$ cat src/rtl/nsr_pkg.sv
// Shared types for the multi-source lockstep receiver.
package nsr_pkg;
    // Unpacker states: waiting for header, expecting low half, expecting high half.
    typedef enum logic [1:0] {
        ST_IDLE = 2'd0,
        ST_LO   = 2'd1,
        ST_HI   = 2'd2
    } unpack_st_e;
endpackage

$ cat src/rtl/nsr_src_fifo.sv
// Per-source FIFO with show-ahead head word.
// Assumes: the writer never writes when full, and the reader never reads when empty.
module nsr_src_fifo #(
    parameter int W     = 32,
    parameter int DEPTH = 8
) (
    input  logic         clk,
    input  logic         rst_n,
    input  logic         wr_en,
    input  logic [W-1:0] wr_data,
    input  logic         rd_en,
    output logic [W-1:0] rd_data,
    output logic         empty,
    output logic         full
);
    localparam int AW = (DEPTH > 1) ? $clog2(DEPTH) : 1;
    localparam int CW = $clog2(DEPTH + 1);

    logic [W-1:0]  mem [DEPTH];
    logic [AW-1:0] wp, rp;
    logic [CW-1:0] cnt;

    assign empty   = (cnt == '0);
    assign full    = (cnt == CW'(DEPTH));
    assign rd_data = mem[rp];

    // Storage write.
    always_ff @(posedge clk) begin
        if (wr_en) mem[wp] <= wr_data;
    end

    // Pointer and occupancy update.
    always_ff @(posedge clk) begin
        if (!rst_n) begin
            wp  <= '0;
            rp  <= '0;
            cnt <= '0;
        end else begin
            if (wr_en) wp <= (wp == AW'(DEPTH - 1)) ? '0 : wp + AW'(1);
            if (rd_en) rp <= (rp == AW'(DEPTH - 1)) ? '0 : rp + AW'(1);
            case ({wr_en, rd_en})
                2'b10:   cnt <= cnt + CW'(1);
                2'b01:   cnt <= cnt - CW'(1);
                default: cnt <= cnt;
            endcase
        end
    end

    assert_no_overflow_R5: assert property (@(posedge clk) disable iff (!rst_n)
        wr_en |-> !full);
    assert_no_underflow_R6: assert property (@(posedge clk) disable iff (!rst_n)
        rd_en |-> !empty);
endmodule

$ cat src/rtl/nsr_unpacker.sv
// Header/payload unpacker: takes flits, joins pairs into words, routes by source.
// Assumes: the header carries source number in the low bits and word count above it.
module nsr_unpacker
    import nsr_pkg::*;
#(
    parameter int FLIT_W = 16,
    parameter int NSRC   = 2,
    parameter int LEN_W  = 4
) (
    input  logic                clk,
    input  logic                rst_n,
    input  logic [FLIT_W-1:0]   flit_i,
    input  logic                flit_valid_i,
    output logic                flit_ready_o,
    input  logic [NSRC-1:0]     fifo_full_i,
    output logic [NSRC-1:0]     wr_en_o,
    output logic [2*FLIT_W-1:0] wr_data_o
);
    localparam int SID_W = (NSRC > 1) ? $clog2(NSRC) : 1;

    unpack_st_e         st;
    logic [SID_W-1:0]   sid_q;
    logic [LEN_W-1:0]   left_q;
    logic [FLIT_W-1:0]  lo_q;
    logic               tgt_full;
    logic               accept;
    logic [LEN_W-1:0]   hdr_len;

    assign hdr_len = flit_i[SID_W+LEN_W-1:SID_W];

    // Fullness of the FIFO selected by the current packet (none if out of range).
    always_comb begin
        tgt_full = 1'b0;
        for (int i = 0; i < NSRC; i++)
            if (sid_q == SID_W'(i) && fifo_full_i[i]) tgt_full = 1'b1;
    end

    assign flit_ready_o = (st == ST_HI) ? !tgt_full : 1'b1;
    assign accept       = flit_valid_i && flit_ready_o;

    // One-hot write enable on acceptance of the high half.
    always_comb begin
        for (int i = 0; i < NSRC; i++)
            wr_en_o[i] = accept && (st == ST_HI) && (sid_q == SID_W'(i));
    end
    assign wr_data_o = {flit_i, lo_q};

    // Packet state machine.
    always_ff @(posedge clk) begin
        if (!rst_n) begin
            st     <= ST_IDLE;
            sid_q  <= '0;
            left_q <= '0;
            lo_q   <= '0;
        end else if (accept) begin
            case (st)
                ST_IDLE: begin
                    sid_q  <= flit_i[SID_W-1:0];
                    left_q <= hdr_len;
                    st     <= (hdr_len == '0) ? ST_IDLE : ST_LO;
                end
                ST_LO: begin
                    lo_q <= flit_i;
                    st   <= ST_HI;
                end
                default: begin
                    left_q <= left_q - LEN_W'(1);
                    st     <= (left_q == LEN_W'(1)) ? ST_IDLE : ST_LO;
                end
            endcase
        end
    end

    assert_stall_hold_R5: assert property (@(posedge clk) disable iff (!rst_n)
        (st == ST_HI && flit_valid_i && !flit_ready_o) |=> (st == ST_HI && $stable(sid_q)));
    assert_single_target_R4: assert property (@(posedge clk) disable iff (!rst_n)
        $onehot0(wr_en_o));
endmodule

$ cat src/rtl/nsr_joint_read.sv
// Lockstep read strobe for all source FIFOs.
// Assumes: empty flags come straight from the FIFOs.
module nsr_joint_read #(
    parameter int NSRC = 2
) (
    input  logic [NSRC-1:0] empty_i,
    input  logic            core_ready_i,
    input  logic            out_full_i,
    output logic            rd_o
);
    // Pop all sources together only when each holds data and the core can proceed.
    always_comb rd_o = !(|empty_i) && core_ready_i && !out_full_i;
endmodule

$ cat src/rtl/noc_sync_rx.sv
// Receive side of a NoC endpoint joining words from NSRC sources in lockstep.
// Assumes: in-order delivery per source; one flit per cycle at most.
module noc_sync_rx #(
    parameter int FLIT_W = 16,
    parameter int NSRC   = 2,
    parameter int DEPTH  = 8,
    parameter int LEN_W  = 4
) (
    input  logic                     clk,
    input  logic                     rst_n,
    input  logic [FLIT_W-1:0]        flit_i,
    input  logic                     flit_valid_i,
    output logic                     flit_ready_o,
    input  logic                     core_ready_i,
    input  logic                     out_full_i,
    output logic                     sync_valid_o,
    output logic [NSRC*2*FLIT_W-1:0] sync_data_o,
    output logic [NSRC-1:0]          src_empty_o
);
    localparam int WORD_W = 2 * FLIT_W;

    logic [NSRC-1:0]   wr_en, full, empty;
    logic [WORD_W-1:0] wr_data;
    logic              rd;

    nsr_unpacker #(.FLIT_W(FLIT_W), .NSRC(NSRC), .LEN_W(LEN_W)) u_unpack (
        .clk          (clk),
        .rst_n        (rst_n),
        .flit_i       (flit_i),
        .flit_valid_i (flit_valid_i),
        .flit_ready_o (flit_ready_o),
        .fifo_full_i  (full),
        .wr_en_o      (wr_en),
        .wr_data_o    (wr_data)
    );

    for (genvar g = 0; g < NSRC; g++) begin : g_src
        nsr_src_fifo #(.W(WORD_W), .DEPTH(DEPTH)) u_fifo (
            .clk     (clk),
            .rst_n   (rst_n),
            .wr_en   (wr_en[g]),
            .wr_data (wr_data),
            .rd_en   (rd),
            .rd_data (sync_data_o[g*WORD_W +: WORD_W]),
            .empty   (empty[g]),
            .full    (full[g])
        );
    end

    nsr_joint_read #(.NSRC(NSRC)) u_jread (
        .empty_i      (empty),
        .core_ready_i (core_ready_i),
        .out_full_i   (out_full_i),
        .rd_o         (rd)
    );

    assign sync_valid_o = rd;
    assign src_empty_o  = empty;

    assert_lockstep_R6: assert property (@(posedge clk) disable iff (!rst_n)
        sync_valid_o |-> (src_empty_o == '0));
    assert_reset_quiet_R1: assert property (@(posedge clk) disable iff (!rst_n)
        !$past(rst_n) |-> (!sync_valid_o && flit_ready_o));
endmodule

$ cat config.mk
export PLATFORM = sky130hd
export DESIGN_NAME = noc_sync_rx
export DESIGN_NICKNAME = d
export VERILOG_FILES = /design/src/rtl/nsr_pkg.sv /design/src/rtl/nsr_src_fifo.sv /design/src/rtl/nsr_unpacker.sv /design/src/rtl/nsr_joint_read.sv /design/src/rtl/noc_sync_rx.sv
export SDC_FILE = /design/constraint.sdc
export NUM_CORES = 1
export LEC_CHECK = 0
export CAP_MARGIN = 20
export CORE_MARGIN = 8
export CORE_UTILIZATION = 60
export CTS_BUF_LIST = sky130_fd_sc_hd__clkbuf_4 sky130_fd_sc_hd__clkbuf_8 sky130_fd_sc_hd__clkbuf_16
export DETAILED_ROUTE_END_ITERATION = 6
export GPL_TIMING_DRIVEN = 0
export PLACE_DENSITY = 0.79
export RECOVER_POWER = 25
export SYNTH_ARGS = -nofsm -noshare
export SYNTH_HDL_FRONTEND = slang
export SYNTH_HIERARCHICAL = 1
export SYNTH_SLANG_ARGS = --single-unit
$ cat constraint.sdc
create_clock -name clk -period 13.68 [get_ports clk]
set_input_delay 3.42 -clock clk [delete_from_list [all_inputs] [get_ports clk]]
set_output_delay 3.42 -clock clk [all_outputs]
set_load 0.005 [all_outputs]
==> results of run 1 <==
==> worst reg2reg max path: stages (launching register included) <==
cell	delay, ns
dfxtp_1	0.32
clkbuf_1	0.26
nor4b_1	0.11
mux2i_1	0.32
o21ai_0	0.24
nor3_1	0.59
nand2b_1	0.39
nor3_2	0.83
buf_6	0.29
buf_8	0.17
==> cell type report <==
class,count,share of cell area
buffer,63,0.0166
sequential,561,0.631
timing repair buffer,114,0.0501
antenna,1,0.0000966
inverter,9,0.00130
clock buffer,66,0.0565
tap,468,0.0226
clock inverter,31,0.0131
multi-input combinational,401,0.209
==> power breakdown <==
group | switching [mW] | total [mW] | internal [mW]
clock | 0.625 | 1.50 | 0.877
combinational | 0.0363 | 0.0600 | 0.0237
sequential | 0.0128 | 1.88 | 1.87
total | 0.674 | 3.45 | 2.77
==> cells in the mapped netlist (3+ instances only) <==
library cell,instances
buf_4,16
and2_1,6
dfxtp_1,49
nor3b_1,4
mux4_2,48
mux2i_1,10
nor4b_1,4
nor2b_1,10
o21ai_0,5
a21oi_2,10
buf_6,15
clkbuf_1,13
ha_1,16
or3_1,3
xor2_1,4
nor3_1,10
nand2_2,10
buf_2,13
nand2b_1,8
nor4_1,3
mux4_1,80
mux2_2,66
inv_1,9
a21oi_1,16
nor2_1,21
nand2_1,39
edfxtp_1,512
buf_1,5
==> registers in the layout, indices dropped and copies added, names as in the netlist, named ones only <==
signal	flops
u_unpack/lo_q	16
g_src.u_fifo/cnt	8
u_unpack/sid_q	1
u_unpack/st	2
g_src.u_fifo/wp	6
g_src.u_fifo/mem	512
u_unpack/left_q	4
g_src.u_fifo/rp	6
==> stage by stage <==
step	area, um^2	utilization	hold WS (ns)	power, mW	worst slack, ns
2_1_floorplan	22100	-	0.441	1.95	6.02
3_3_place_gp	23600	0.647	0.455	1.97	3.55
3_5_place_dp	24100	0.662	0.456	1.98	5.24
4_1_cts	25900	0.712	0.464	3.46	5.23
5_1_grt	25900	0.711	0.489	3.53	5.14
6_report	25900	0.711	0.461	3.45	5.23
==> logic make-up (layout without fill, tap and decap cells) <==
kind of cell	after synthesis	in the layout	share of synthesized area
AND/OR/NAND/NOR	127	127	0.0304
other	0	1	0
flip-flops	561	561	0.739
XOR/XNOR	6	6	0.00238
buffers and inverters	72	283	0.0215
adder cells (fa/ha/maj)	16	16	0.00905
AO/OA/AOI/OAI	48	48	0.0155
multiplexers	204	204	0.182
==> path summary, 6_finish.rpt <==
kind	from	end	slack, ns	cells past startpoint
hold / removal	u_unpack/left_q[1]	u_unpack/left_q[1]	0.46	2
hold reg to reg	u_unpack/left_q[1]	u_unpack/left_q[1]	0.46	2
setup reg to reg	g_src[1].u_fifo/cnt[1]	g_src[0].u_fifo/mem[0][13]	9.86	9
setup / recovery	core_ready_i	sync_valid_o	5.23	3
==> metal layers <==
metal / global-route usage / vias to the layer above / part of all wire
met3: 0.0430 / 75 / 0.084
met4: 0.0656 / 0 / 0.024
li1: - / 4623 / -
met5: 0 / - / 0
met2: 0.367 / 546 / 0.50
met1: 0.295 / 5677 / 0.40
==> summary.md, run 1 <==
| Metric | Value |
|---|---|
| Status | completed |
| Cell area after synthesis | 22,100 um^2 |
| Hold-fix buffers, CTS | 0 |
| RSZ-0062 raised after global routing | no |
| Setup crit start kind | input pin |
| Vias in the first global route | 11,300 |
| Num CTS Buffers | 53 |
| Post-route insts no fill | 1,714 |
| Sequential-to-total area share from yosys stat | 0.739 |
| Cell variety after synth | 49 |
| Synthesized flop and latch total | 561 |
| Initial DRC count | 1,096 |
| Critical-path maximum fanout | 6 |
| Inst Count DP | 1,616 |
| Mean post-synth cell area | 21.4 um^2 |
| Post-cts resize count | 0 |
| Crit-path cells | clkdlybuf4s50_1 -> nor4b_2 -> clkdlybuf4s50_1 |
| Top cell type's share of synthesized area | 0.695 |
| Most frequent cells in the layout | 512 x edfxtp_1, 85 x clkdlybuf4s50_1, 80 x mux4_1, 66 x mux2_2, 55 x clkbuf_16 |
| Slew Viols, Final | 0 |
| Final Cycle Share | 0.617 |
| First-pass GRT wire length | 71.3 mm |
| TritonCTS clock tree | built |
| Clock skew | 0.0158 ns |
| Worst Path Arrival | 5.03 ns |
| Cell mode on critical path | clkdlybuf4s50_1 |
| Required time at the endpoint of the critical path | 10.26 ns |
| Register area | 16,400 um^2 |
| Dpl hpwl | 30.0 mm |
| DRC violations left | 0 |
| # setup viols final | 0 |
| Commonest non-fill, non-tap cell in the layout | edfxtp_1 |
| Syn_nets | 1,071 |
| Setup CP Type | input pin to primary output |
| Endpoint type of the worst setup path | primary output |
| Core Region | 36,400 um^2 |
| Port bufs | 88 |
| Footprint of the multi-input gates | 5400 um^2 |
| Synth-to-layout area growth | 17.1% |
| Layout cells sized above 1 | 0.254 |
| Cell Pwr Density | 133 nW/um^2 |
| Crit-path slowest cell | clkdlybuf4s50_1 |
| Post-route minimum period | 8.45 ns |
| CTS root buffer | clkbuf_16 |
| Vias | 10,900 |
| # clock sinks | 561 |
| Most area-consuming cells after synthesis | edfxtp_1 69%, mux4_1 9.5%, mux4_2 4.9%, dfxtp_1 4.4%, mux2_2 3.4% |
| Initial antenna violation count | 1 |
| Synthesis warning total | 6 |
| EDFF count, synth | 512 |
| Family with the most delay on the worst path | buffers and inverters |
| Initial Util | 0.607 |
| Wire per inst | 28.0 um |
| Post-CTS setup buffers | 0 |
| Final count of hold timing violations | 0 |
| Max_slew headroom | 0.342 |
| RePlAce Congestion | 0.782 |
| Main flop type after synthesis | edfxtp_1 |
| Global-route usage over all layers | 0.220 |
| Clk buf depth | 3 |
| Post-synth ARST share | 0 |
| Yosys top cell by area | edfxtp_1 |
| Max VDD drop | 0.000109 V |
| Post-Syn Instances | 1,034 |
| Nets | 1,240 |
| Clk slew on worst S/H paths | 0.06 ns |
| Worst hold-check path type | flip-flop to flip-flop |
| Max-cap viol count | 0 |
| Remaining Overflow, GRT | 0 |
| Filler cell count | 2,117 |
| Die height | 208 um |
| Clk Latency, worst-skew pair | 0.58 ns |
| Setup TNS | 0 ns |
| Full die area | 43,300 um^2 |
| Slew @ Worst Pin | 0.982 ns |
| Leak pwr | 8.30 nW |
| Number of routed nets with antenna violations | 0 |
| Max stage delay on crit path | 0.63 ns |
| Rows | 70 |
| CP bufs+invs | 2 |
| Number of H-tree levels | 2 |
| Max Fclk | 118 MHz |
| Largest net degree at the start of global routing | 22 |
| TritonRoute pass-1 iters | 7 |
| Die W | 208 um |
| I/O pins | 89 |
| DR vias/cell | 6.37 |
| Total routed wirelength | 47.9 mm |
Note: power is estimated with default switching activity, not from simulation.
==> inputs of run 2 (changes only) <==
==> constraint.sdc (replaced) <==
create_clock -name clk -period 8.45 [get_ports clk]
set_input_delay 2.1125 -clock clk [delete_from_list [all_inputs] [get_ports clk]]
set_output_delay 2.1125 -clock clk [all_outputs]
set_load 0.005 [all_outputs]
==> results of run 2 <==
Same layout as run 1 (identical final DEF). Status: completed.
Among the figures that moved: setup slack after placement 5.24 ns -> 2.62 ns; setup slack after layout 5.23 ns -> 2.62 ns; register-to-register setup slack 9.86 ns -> 4.63 ns; total power 3.45 mW -> 5.58 mW; worst IR drop on VDD 0.000109 V -> 0.000177 V
==> inputs of run 3 (changes only) <==
==> constraint.sdc (replaced) <==
create_clock -name clk -period 6 [get_ports clk]
set_input_delay 1.5 -clock clk [delete_from_list [all_inputs] [get_ports clk]]
set_output_delay 1.5 -clock clk [all_outputs]
set_load 0.005 [all_outputs]
==> results of run 3 <==
Same layout as run 1 (identical final DEF). Status: completed.
Among the figures that moved: setup slack after placement 5.24 ns -> 1.15 ns; clock-pin slew on the worst setup and hold paths 0.06 ns -> 0.07 ns; setup slack after layout 5.23 ns -> 1.37 ns; end point of the critical path sync_valid_o -> sync_data_o[6]; register-to-register setup slack 9.86 ns -> 2.18 ns; total power 3.45 mW -> 7.86 mW; worst IR drop on VDD 0.000109 V -> 0.000249 V
